**src/rtl/lbus_pkg.sv**
```systemverilog
package lbus_pkg;

    typedef enum logic [2:0] {
        ST_IDLE,
        ST_T1,
        ST_T2,
        ST_T3,
        ST_TW,
        ST_T4
    } bus_state_e;

    typedef struct packed {
        logic       write;
        logic [1:0] be;
        logic       dma;
        logic       refresh;
    } cyc_kind_t;

    // returns {bhe_n, a0}
    function automatic logic [1:0] lane_code(input cyc_kind_t k);
        logic [1:0] r;
        if (k.refresh)         r = 2'b11;
        else if (k.be == 2'b10) r = 2'b01;
        else if (k.be == 2'b01) r = 2'b10;
        else                   r = 2'b00;
        return r;
    endfunction

endpackage

```
**src/rtl/lbus_fsm.sv**
```systemverilog
module lbus_fsm
    import lbus_pkg::*;
#(
    parameter int ADDR_W = 20,
    parameter int DATA_W = 16
) (
    input  logic              clk,
    input  logic              rst_n,
    input  logic              req_valid,
    input  logic [ADDR_W-1:0] req_addr,
    input  logic [DATA_W-1:0] req_wdata,
    input  cyc_kind_t         req_kind,
    input  logic              bus_ready,
    output bus_state_e        state,
    output logic              req_ready,
    output logic              start,
    output logic [ADDR_W-1:0] cur_addr,
    output logic [DATA_W-1:0] cur_wdata,
    output cyc_kind_t         cur_kind
);

    bus_state_e nxt;

    assign req_ready = (state == ST_IDLE) || (state == ST_T4);
    assign start     = req_ready && req_valid;

    always_comb begin
        nxt = state;
        unique case (state)
            ST_IDLE:      nxt = req_valid ? ST_T1 : ST_IDLE;
            ST_T1:        nxt = ST_T2;
            ST_T2:        nxt = ST_T3;
            ST_T3, ST_TW: nxt = bus_ready ? ST_T4 : ST_TW;
            ST_T4:        nxt = req_valid ? ST_T1 : ST_IDLE;
            default:      nxt = ST_IDLE;
        endcase
    end

    always_ff @(posedge clk or negedge rst_n) begin
        if (!rst_n) begin
            state     <= ST_IDLE;
            cur_addr  <= '0;
            cur_wdata <= '0;
            cur_kind  <= '0;
        end else begin
            state <= nxt;
            if (start) begin
                cur_addr  <= req_addr;
                cur_wdata <= req_wdata;
                cur_kind  <= req_kind;
            end
        end
    end


    t1_to_t2_chk: assert property (@(posedge clk) disable iff (!rst_n)
        (state == ST_T1) |=> (state == ST_T2));


    wait_hold_chk: assert property (@(posedge clk) disable iff (!rst_n)
        ((state == ST_T3 || state == ST_TW) && !bus_ready) |=> (state == ST_TW));


    accept_to_t1_chk: assert property (@(posedge clk) disable iff (!rst_n)
        (req_ready && req_valid) |=> (state == ST_T1));

endmodule

```
**src/rtl/lbus_pins.sv**
```systemverilog
module lbus_pins
    import lbus_pkg::*;
#(
    parameter int ADDR_W = 20,
    parameter int DATA_W = 16
) (
    input  logic                     clk,
    input  logic                     rst_n,
    input  bus_state_e               state,
    input  logic                     start,
    input  logic [ADDR_W-1:0]        cur_addr,
    input  logic [DATA_W-1:0]        cur_wdata,
    input  cyc_kind_t                cur_kind,
    input  logic                     qs_mode,
    input  logic [1:0]               qs_code,
    output logic                     ale_qs0,
    output logic                     wr_qs1,
    output logic                     rd_n,
    output logic                     bhe_n,
    output logic [ADDR_W-DATA_W-1:0] a_hi,
    output logic [DATA_W-1:0]        ad_out,
    output logic                     ad_oe
);

    localparam int SHI_W = ADDR_W - DATA_W;

    logic       ale_q;
    logic       t2_late_q;
    logic [1:0] qs_q;
    logic       wr_raw_n;
    logic       in_t1;
    logic       in_strobe;
    logic       in_data;
    logic [1:0] lane;

    assign in_t1     = (state == ST_T1);
    assign in_strobe = (state == ST_T2) || (state == ST_T3) || (state == ST_TW);
    assign in_data   = in_strobe || (state == ST_T4);
    assign lane      = lane_code(cur_kind);

    // half-clock phase flops: launched on the falling edge
    always_ff @(negedge clk or negedge rst_n) begin
        if (!rst_n) begin
            ale_q     <= 1'b0;
            t2_late_q <= 1'b0;
        end else begin
            ale_q     <= start;
            t2_late_q <= (state == ST_T2);
        end
    end

    always_ff @(posedge clk or negedge rst_n) begin
        if (!rst_n) qs_q <= 2'b00;
        else        qs_q <= qs_code;
    end

    always_comb begin
        ad_oe  = in_t1 || (in_data && cur_kind.write);
        ad_out = '0;
        a_hi   = '0;
        if (in_t1) begin
            ad_out = {cur_addr[DATA_W-1:1], lane[0]};
            a_hi   = cur_addr[ADDR_W-1:DATA_W];
        end else if (in_data) begin
            if (cur_kind.write) ad_out = cur_wdata;
            a_hi = {cur_kind.dma, {(SHI_W-1){1'b0}}};
        end
    end

    assign bhe_n    = (in_t1 || in_strobe) ? lane[1] : 1'b1;
    assign wr_raw_n = !(cur_kind.write && in_strobe);
    assign rd_n     = !(!cur_kind.write &&
                        ((state == ST_T3) || (state == ST_TW) ||
                         ((state == ST_T2) && t2_late_q)));
    assign ale_qs0  = qs_mode ? qs_q[0] : ale_q;
    assign wr_qs1   = qs_mode ? qs_q[1] : wr_raw_n;


    strobe_excl_chk: assert property (@(posedge clk) disable iff (!rst_n)
        !(!rd_n && !wr_raw_n));


    read_float_chk: assert property (@(posedge clk) disable iff (!rst_n)
        !rd_n |-> !ad_oe);


    ale_leads_t1_chk: assert property (@(posedge clk) disable iff (!rst_n)
        ale_q |=> (state == ST_T1));

endmodule

```
**src/rtl/lbus_rdcap.sv**
```systemverilog
module lbus_rdcap
    import lbus_pkg::*;
#(
    parameter int DATA_W = 16
) (
    input  logic              clk,
    input  logic              rst_n,
    input  bus_state_e        state,
    input  logic              is_write,
    input  logic              bus_ready,
    input  logic [DATA_W-1:0] ad_in,
    output logic [DATA_W-1:0] rdata,
    output logic              done
);

    logic last_data;

    assign last_data = ((state == ST_T3) || (state == ST_TW)) && bus_ready;

    always_ff @(posedge clk or negedge rst_n) begin
        if (!rst_n) begin
            rdata <= '0;
            done  <= 1'b0;
        end else begin
            done <= last_data;
            if (last_data && !is_write) rdata <= ad_in;
        end
    end


    done_after_data_chk: assert property (@(posedge clk) disable iff (!rst_n)
        done |-> ($past(state) == ST_T3 || $past(state) == ST_TW));

endmodule

```
**src/rtl/lbus_seq.sv**
```systemverilog
module lbus_seq
    import lbus_pkg::*;
#(
    parameter int ADDR_W = 20,
    parameter int DATA_W = 16
) (
    input  logic                     clk,
    input  logic                     rst_n,
    input  logic                     req_valid,
    output logic                     req_ready,
    input  logic [ADDR_W-1:0]        req_addr,
    input  logic                     req_write,
    input  logic [1:0]               req_be,
    input  logic                     req_dma,
    input  logic                     req_refresh,
    input  logic [DATA_W-1:0]        req_wdata,
    input  logic                     bus_ready,
    input  logic                     qs_mode,
    input  logic [1:0]               qs_code,
    output logic                     ale_qs0,
    output logic                     wr_qs1,
    output logic                     rd_n,
    output logic                     bhe_n,
    output logic [ADDR_W-DATA_W-1:0] a_hi,
    output logic [DATA_W-1:0]        ad_out,
    output logic                     ad_oe,
    input  logic [DATA_W-1:0]        ad_in,
    output logic [DATA_W-1:0]        rdata,
    output logic                     done
);

    bus_state_e        state;
    logic              start;
    logic [ADDR_W-1:0] cur_addr;
    logic [DATA_W-1:0] cur_wdata;
    cyc_kind_t         cur_kind;
    cyc_kind_t         req_kind;

    assign req_kind = '{write: req_write, be: req_be, dma: req_dma, refresh: req_refresh};

    lbus_fsm #(.ADDR_W(ADDR_W), .DATA_W(DATA_W)) u_fsm (
        .clk(clk), .rst_n(rst_n), .req_valid(req_valid), .req_addr(req_addr),
        .req_wdata(req_wdata), .req_kind(req_kind), .bus_ready(bus_ready),
        .state(state), .req_ready(req_ready), .start(start),
        .cur_addr(cur_addr), .cur_wdata(cur_wdata), .cur_kind(cur_kind)
    );

    lbus_pins #(.ADDR_W(ADDR_W), .DATA_W(DATA_W)) u_pins (
        .clk(clk), .rst_n(rst_n), .state(state), .start(start),
        .cur_addr(cur_addr), .cur_wdata(cur_wdata), .cur_kind(cur_kind),
        .qs_mode(qs_mode), .qs_code(qs_code), .ale_qs0(ale_qs0), .wr_qs1(wr_qs1),
        .rd_n(rd_n), .bhe_n(bhe_n), .a_hi(a_hi), .ad_out(ad_out), .ad_oe(ad_oe)
    );

    lbus_rdcap #(.DATA_W(DATA_W)) u_rdcap (
        .clk(clk), .rst_n(rst_n), .state(state), .is_write(cur_kind.write),
        .bus_ready(bus_ready), .ad_in(ad_in), .rdata(rdata), .done(done)
    );

endmodule

```
**config.mk**
```make
export PLATFORM = sky130hd
export DESIGN_NAME = lbus_seq
export DESIGN_NICKNAME = d
export VERILOG_FILES = /design/src/rtl/lbus_pkg.sv /design/src/rtl/lbus_fsm.sv /design/src/rtl/lbus_pins.sv /design/src/rtl/lbus_rdcap.sv /design/src/rtl/lbus_seq.sv
export SDC_FILE = /design/constraint.sdc
export NUM_CORES = 1
export LEC_CHECK = 0
export ABC_AREA = 1
export BUFFER_PORTS_ARGS = -buffer_cell sky130_fd_sc_hd__buf_2
export CAP_MARGIN = 20
export CORE_MARGIN = 2
export CORE_UTILIZATION = 44
export DETAILED_ROUTE_END_ITERATION = 8
export PLACE_DENSITY = 0.76
export SYNTH_ARGS = -nofsm -noshare
export SYNTH_HDL_FRONTEND = slang
export SYNTH_SLANG_ARGS = --single-unit
```
**constraint.sdc**
```tcl
create_clock -name clk -period 1.9 [get_ports clk]
set_clock_uncertainty 0.1 [all_clocks]
set_input_delay 0.38 -clock clk [delete_from_list [all_inputs] [get_ports clk]]
set_output_delay 0.38 -clock clk [all_outputs]
set_load 0.01 [all_outputs]
```
==> impl_metrics.yaml, run 1 <==
global_route:
  grt_pass1_wl_um: 13000
  grt_pass1_vias: 2822
  grt_antenna_before_repair: 0
  grt_start_max_net_pins: 47
  overflow: 0
  track_usage: 0.232
synth:
  synth_warnings: 0
  ys_seq_area_frac: 0.566
  synthTopCellsByArea: "dfrtp_1 55%, nand2_1 22%, nand3_1 3.9%"
  syn_nets: 413
  syn_avg_cell_area_sq_um: 8.15
  synth_area_leader_cell: "dfrtp_1"
  ys_types: 22
  syn_area_sq_um: 2830
  synthCells: 347
  yosys.area.top_type_share: 0.549
  ys_ff_latch: 64
floorplanning:
  core_area_sq_um: 6280
  top_level_ports: 107
  dieArea_sq_um: 7080
  fp.dieH_um: 84.2
  start_util: 0.450
  num_rows: 29
  die_w_um: 84.2
worst_hold_path:
  hold_start: "qs_code[1]"
  hold_class: "input port to flop"
timing:
  slew_violations: 0
  worstMarginPinSlew_ns: 0.535
  setup_violations: 28
  layout_setup_ws_ns: -0.573
  final-hold-violation-count: 0
  grt_setup_unrepaired: "true"
  slew-limit-headroom: 0.643
  setup_tns_ns: -7.07
final_layout:
  final_area_sq_um: 4220
  fin_nets: 541
  area_growth_pct: 49.3
  final_cells: 557
  num_antenna_cells: 0
  drive_gt1_frac: 0.446
  fin_util: 0.673
worst_setup_path:
  ff2ff_path_depth: 7
  rr_endpoint: "u_pins.ale_q"
  worstSetupStartpoint: "u_pins.t2_late_q"
  crit_buf_inv: 2
  r2r_setup_slack_ns: -0.25
  slowest_stage: "dfrtn_1"
  slowest_delay_ns: 0.39
  startpoint_type: "flop"
  crit_fanout: 1
  end_kind: "output pin"
  path_class: "flop to output pin"
  cp_cell_sequence: "inv_1 > nor2_1 > o21ai_2 > buf_2"
  cp.arrival_ns: 1.99
  required_ns: 1.42
  crit_cells: 4
  crit_end: "rd_n"
  r2r_start: "u_fsm.state[1]"
  crit_family: "flip-flops"
power:
  power.density_nw_per_um2: 1910
  peakVddDrop_mv: 0.960
  p_leak_uw: 0.00235
flow_run:
  cap_violations: 0
placed_design:
  dp_cells: 525
  place_area_sq_um: 3480
  routabilityCongestion: 0.810
  dp_hpwl_um: 4560
  portBuffers: 105
cts:
  cts_tree: "done"
  cts_root_buffer: "clkbuf_8"
  clkTransAtPathRegs_ns: 0.07
  cts_buffers: 9
  clock_sinks: 64
  htree_levels: 3
  clkLatencyLatePin_ns: 0.33
  cts_buffer_depth: 2
routing:
  dr.first_iter.drc_count: 110
  drtAntennaViolNets: 0
  vias_per_cell: 4.94
  dr_total_vias: 2754
  dr.pass1.iters: 4
  drc: 0
  routed_wl_um: 7790
  wl_per_cell_um: 14.0
run_status:
  violations: "negative setup slack"
  status: "finished, violations left"
logic make-up after synthesis:
group | Yosys count | share of synthesized area
AO/OA/AOI/OAI | 31 | 0.0562
adder cells (fa/ha/maj) | 2 | 0.00885
flip-flops | 64 | 0.566
buffers and inverters | 34 | 0.0602
AND/OR/NAND/NOR | 215 | 0.304
multiplexers | 1 | 0.00398
registers in the layout (all words and copies together) (netlist names):
register	flops
u_fsm.cur_addr	19
u_fsm.cur_wdata	16
u_rdcap.rdata	16
u_fsm.cur_kind	5
u_fsm.state	3
u_pins.qs_q	2
u_pins.ale_q	1
u_pins.t2_late_q	1
u_rdcap.done	1
cells in the final DEF (no fill, tap or decap), types with 5 or more instances in the layout:
master,synthesis,final
buf_6,4,17
nand2_1,166,149
clkbuf_8,0,11
nor2_1,23,6
o21ai_0,12,7
a21oi_2,0,16
nor2_2,0,12
dfrtp_1,62,60
buf_4,1,12
inv_1,13,13
buf_2,7,99
nand3_1,22,18
nor2_4,0,5
nand2_4,0,14
area by class of cell:
type	instances	area [sq um]
Multi-Input combinational cell	249	1370
Clock inverter	1	5.00
Clock buffer	15	166
Tap cell	77	96.3
Timing Repair Buffer	134	900
Sequential cell	64	1600
Fill cell	529	2050
Inverter	17	77.6
how the worst min path moves through the flow:
stage,to,slack (ns),cells past startpoint
global placement,u_rdcap.rdata[1],0.33,2
detailed placement,u_rdcap.rdata[1],0.34,2
floorplan,u_fsm.cur_addr[10],-0.02,0
finish,u_pins.qs_q[1],0.05,1
CTS,u_pins.qs_q[0],0.03,1
global route,u_pins.qs_q[0],0.02,1
per-layer routing:
layer  track usage  share of wire  up-vias
li1              -              -     1336
met1         0.301           0.43     1308
met2         0.374           0.49       98
met5             0              0        -
met3        0.0590          0.059       12
met4        0.0953          0.016        0
through the flow:
| stage | worst slack (ns) | hold slack, ns | power [uW] |
|---|---|---|---|
| 6_report | -0.573 | 0.0489 | 8060 |
| 5_1_grt | -0.611 | 0.0228 | 8690 |
| 4_1_cts | -0.578 | 0.0349 | 7840 |
| 3_5_place_dp | -0.232 | 0.337 | 5600 |
| 3_3_place_gp | -0.228 | 0.332 | 5500 |
| 2_1_floorplan | -0.327 | -0.0156 | 4430 |
power breakdown:
part | switching, uW | total, uW | leakage (uW) | internal, uW
Combinational | 2560 | 4560 | 0.00147 | 2000
Sequential | 442 | 2460 | 0.000789 | 2020
Clock | 494 | 1040 | 0.0000877 | 546
synthesized netlist by cell type:
cell / n
dfrtn_1: 2
nor2_1: 23
clkbuf_1: 4
nand3_1: 22
buf_1: 1
nand3_4: 1
nand3b_1: 1
dfrtp_1: 62
nand2_1: 166
inv_1: 13
o21ai_2: 1
buf_6: 4
clkinv_1: 1
a21oi_1: 18
nand2_2: 1
mux2_2: 1
nand3_2: 1
buf_2: 7
o21ai_0: 12
ha_1: 2
inv_2: 3
buf_4: 1
timing repair:
item                       CTS  global route
gates resized for setup     80            31
hold buffers                 1             0
hold endpoints to repair    19             0
setup endpoints to repair   27            42
buffers inserted             9             6
pin swaps                   17             9
gates cloned                 4             0
No activity file was read; power rests on OpenSTA's default activity.
==> run 2: changes to the inputs <==
--- a/config.mk
+++ b/config.mk
@@ -5,13 +5,12 @@
 export SDC_FILE = /design/constraint.sdc
 export NUM_CORES = 1
 export LEC_CHECK = 0
-export ABC_AREA = 1
 export BUFFER_PORTS_ARGS = -buffer_cell sky130_fd_sc_hd__buf_2
 export CAP_MARGIN = 20
 export CORE_MARGIN = 2
-export CORE_UTILIZATION = 44
+export CORE_UTILIZATION = 35
 export DETAILED_ROUTE_END_ITERATION = 8
-export PLACE_DENSITY = 0.76
+export PLACE_DENSITY = 0.63
 export SYNTH_ARGS = -nofsm -noshare
 export SYNTH_HDL_FRONTEND = slang
 export SYNTH_SLANG_ARGS = --single-unit
==> impl_metrics.yaml, run 2 <==
final_layout:
  drive_gt1_frac: 0.681
  largest-register: "u_fsm.cur_addr"
  final_area_sq_um: 5340
  final_cell_mix: "93 x buf_2, 60 x dfrtp_1, 40 x mux2_4, 36 x buf_6, 22 x inv_1"
  final_cells: 571
  area_growth_pct: 58.5
  final_common_cell: "buf_2"
  largest_reg_flops: 19
  num_antenna_cells: 0
  fin_nets: 503
  top_regs: "u_fsm.cur_addr: 19 flops, u_fsm.cur_wdata: 16 flops, u_rdcap.rdata: 16 flops"
timing:
  slew_violations: 0
  worstMarginPinSlew_ns: 0.482
  grt_setup_unrepaired: "true"
  setup_violations: 31
  final-hold-violation-count: 0
  layout_setup_ws_ns: -0.650
  setup_tns_ns: -10.58
  slew-limit-headroom: 0.679
floorplanning:
  core_area_sq_um: 9280
  dieArea_sq_um: 10400
  fp.dieH_um: 102
  top_level_ports: 107
  start_util: 0.363
  num_rows: 35
  die_w_um: 102
synth:
  synthFlopType: "dfrtp_1"
  syn_area_sq_um: 3370
  ys_types: 39
  synthCells: 289
  synth_warnings: 0
  yosys.area.top_type_share: 0.461
  syn_avg_cell_area_sq_um: 11.7
  ys_ff_latch: 64
  post-synth-top-count-cell: "dfrtp_1"
  synth_edf_count: 0
  syn_nets: 355
  synthTopCellsByArea: "dfrtp_1 46%, mux2_4 17%, o32ai_1 4.2%"
  synth_common_cells: "62 x dfrtp_1, 39 x mux2_4, 34 x nand2_1, 22 x inv_1, 17 x nand3_1"
  synth_area_leader_cell: "dfrtp_1"
  async_reset_ff_frac: 1.00
  ys_seq_area_frac: 0.476
power:
  p_leak_uw: 0.00251
  sw_frac_of_total: 0.379
  power.density_nw_per_um2: 1870
  intPower_uw: 6190
  power_frac_comb: 0.621
  power.clock.fraction: 0.123
  power_uw: 9970
  p_switching_uw: 3780
  p_seq_frac: 0.257
  peakVddDrop_mv: 0.923
placed_design:
  routabilityCongestion: 0.807
  post-place-ws_ns: -0.272
  portBuffers: 105
  dp_cells: 525
  dp_hpwl_um: 5760
  place_area_sq_um: 4120
worst_setup_path:
  path_class: "flop to output pin"
  worstSetupStartpoint: "u_pins.t2_late_q"
  slowest_delay_ns: 0.38
  crit_family: "flip-flops"
  crit_fanout: 1
  rr_endpoint: "u_pins.ale_q"
  crit_cells: 4
  cp.arrival_ns: 2.07
  end_kind: "output pin"
  r2r_start: "u_fsm.state[0]"
  r2r_setup_slack_ns: -0.38
  crit_buf_inv: 1
  cp_cell_sequence: "nor2_1 > o21ai_1 > nand2_1 > buf_2"
  slowest_stage: "dfrtn_1"
  ff2ff_path_depth: 4
  crit_end: "rd_n"
  startpoint_type: "flop"
  required_ns: 1.42
routing:
  dr_total_vias: 2889
  drc: 0
  routed_wl_um: 10400
  dr.pass1.iters: 4
  vias_per_cell: 5.06
  dr.first_iter.drc_count: 75
  drtAntennaViolNets: 0
  wl_per_cell_um: 18.2
global_route:
  track_usage: 0.195
  grt_pass1_vias: 2897
  overflow: 0
  grt_antenna_before_repair: 0
  grt_pass1_wl_um: 15400
  grt_start_max_net_pins: 37
cts:
  cts_buffer_depth: 2
  cts_root_buffer: "clkbuf_8"
  cts_buffers: 9
  clkLatencyLatePin_ns: 0.34
  clkTransAtPathRegs_ns: 0.06
  htree_levels: 3
  cts_tree: "done"
  clock_sinks: 64
run_status:
  violations: "negative setup slack"
  status: "finished, violations left"
worst_hold_path:
  hold_start: "qs_code[0]"
  hold_class: "input port to flop"
flow_run:
  cap_violations: 0
[run 2: power groups by stage]
| stage | logic [uW] | registers (uW) | clock network, uW |
|---|---|---|---|
| 2_1_floorplan | 2860 | 2450 | 0 |
| 6_report | 6190 | 2560 | 1220 |
| 3_3_place_gp | 4010 | 2460 | 0 |
| 3_5_place_dp | 4060 | 2490 | 0 |
| 4_1_cts | 5510 | 2500 | 1240 |
| 5_1_grt | 6600 | 2650 | 1310 |
[run 2: how the worst min path moves through the flow]
stage | depth (start not counted) | to | slack (ns)
5_1_grt | 1 | u_pins.qs_q[0] | 0.03
6_report | 1 | u_pins.qs_q[0] | 0.05
2_1_floorplan | 0 | u_fsm.cur_addr[10] | -0.02
3_5_place_dp | 1 | u_rdcap.rdata[1] | 0.12
4_1_cts | 1 | u_pins.qs_q[0] | 0.04
3_3_place_gp | 1 | u_rdcap.rdata[1] | 0.13
[run 2: metal layers]
metal  up-vias  wire, um  GRT usage
li1       1339         -          -
met1      1450      4790      0.264
met2        82      4990      0.310
met3        18       385     0.0424
met4         0       211     0.0667
met5         -         0          0
[run 2: logic make-up (layout without fill, tap and decap cells)]
| kind of cell | after synthesis | after routing | share of synthesized area |
|---|---|---|---|
| buffers and inverters | 48 | 201 | 0.0777 |
| AND/OR/NAND/NOR | 86 | 86 | 0.127 |
| AO/OA/AOI/OAI | 46 | 46 | 0.126 |
| flip-flops | 64 | 64 | 0.476 |
| adder cells (fa/ha/maj) | 2 | 2 | 0.00743 |
| multiplexers | 42 | 42 | 0.184 |
| XOR/XNOR | 1 | 1 | 0.00260 |
[run 2: worst reg2reg max path: stages, from the launching register on]
cell and delay (ns):
dfrtp_1 0.42, buf_6 0.14, buf_6 0.10, nand2b_4 0.14, and4b_2 0.26
[run 2: metrics by stage]
step	util	hold slack, ns
after detailed placement	0.443	0.123
after global routing	0.575	0.0307
after floorplan	-	-0.0156
after global placement	0.443	0.130
after CTS	0.535	0.0407
final	0.575	0.0521
[run 2: area by class of cell]
type / count / area [sq um]
fill: 756 / 3950
multi-input combinational: 177 / 1900
sequential: 64 / 1600
timing repair buffer: 163 / 1390
tap: 129 / 161
clock buffer: 13 / 159
inverter: 22 / 82.6
clock inverter: 3 / 42.5
[run 2: timing repair]
item                                    in CTS  in global routing
hold endpoints to repair                     1                  0
resized for setup                           83                 67
buffers inserted                            19                  3
gates cloned                                 6                  5
hold buffers                                 1                  0
pin swaps                                   28                 30
endpoints found under the setup margin      38                 84
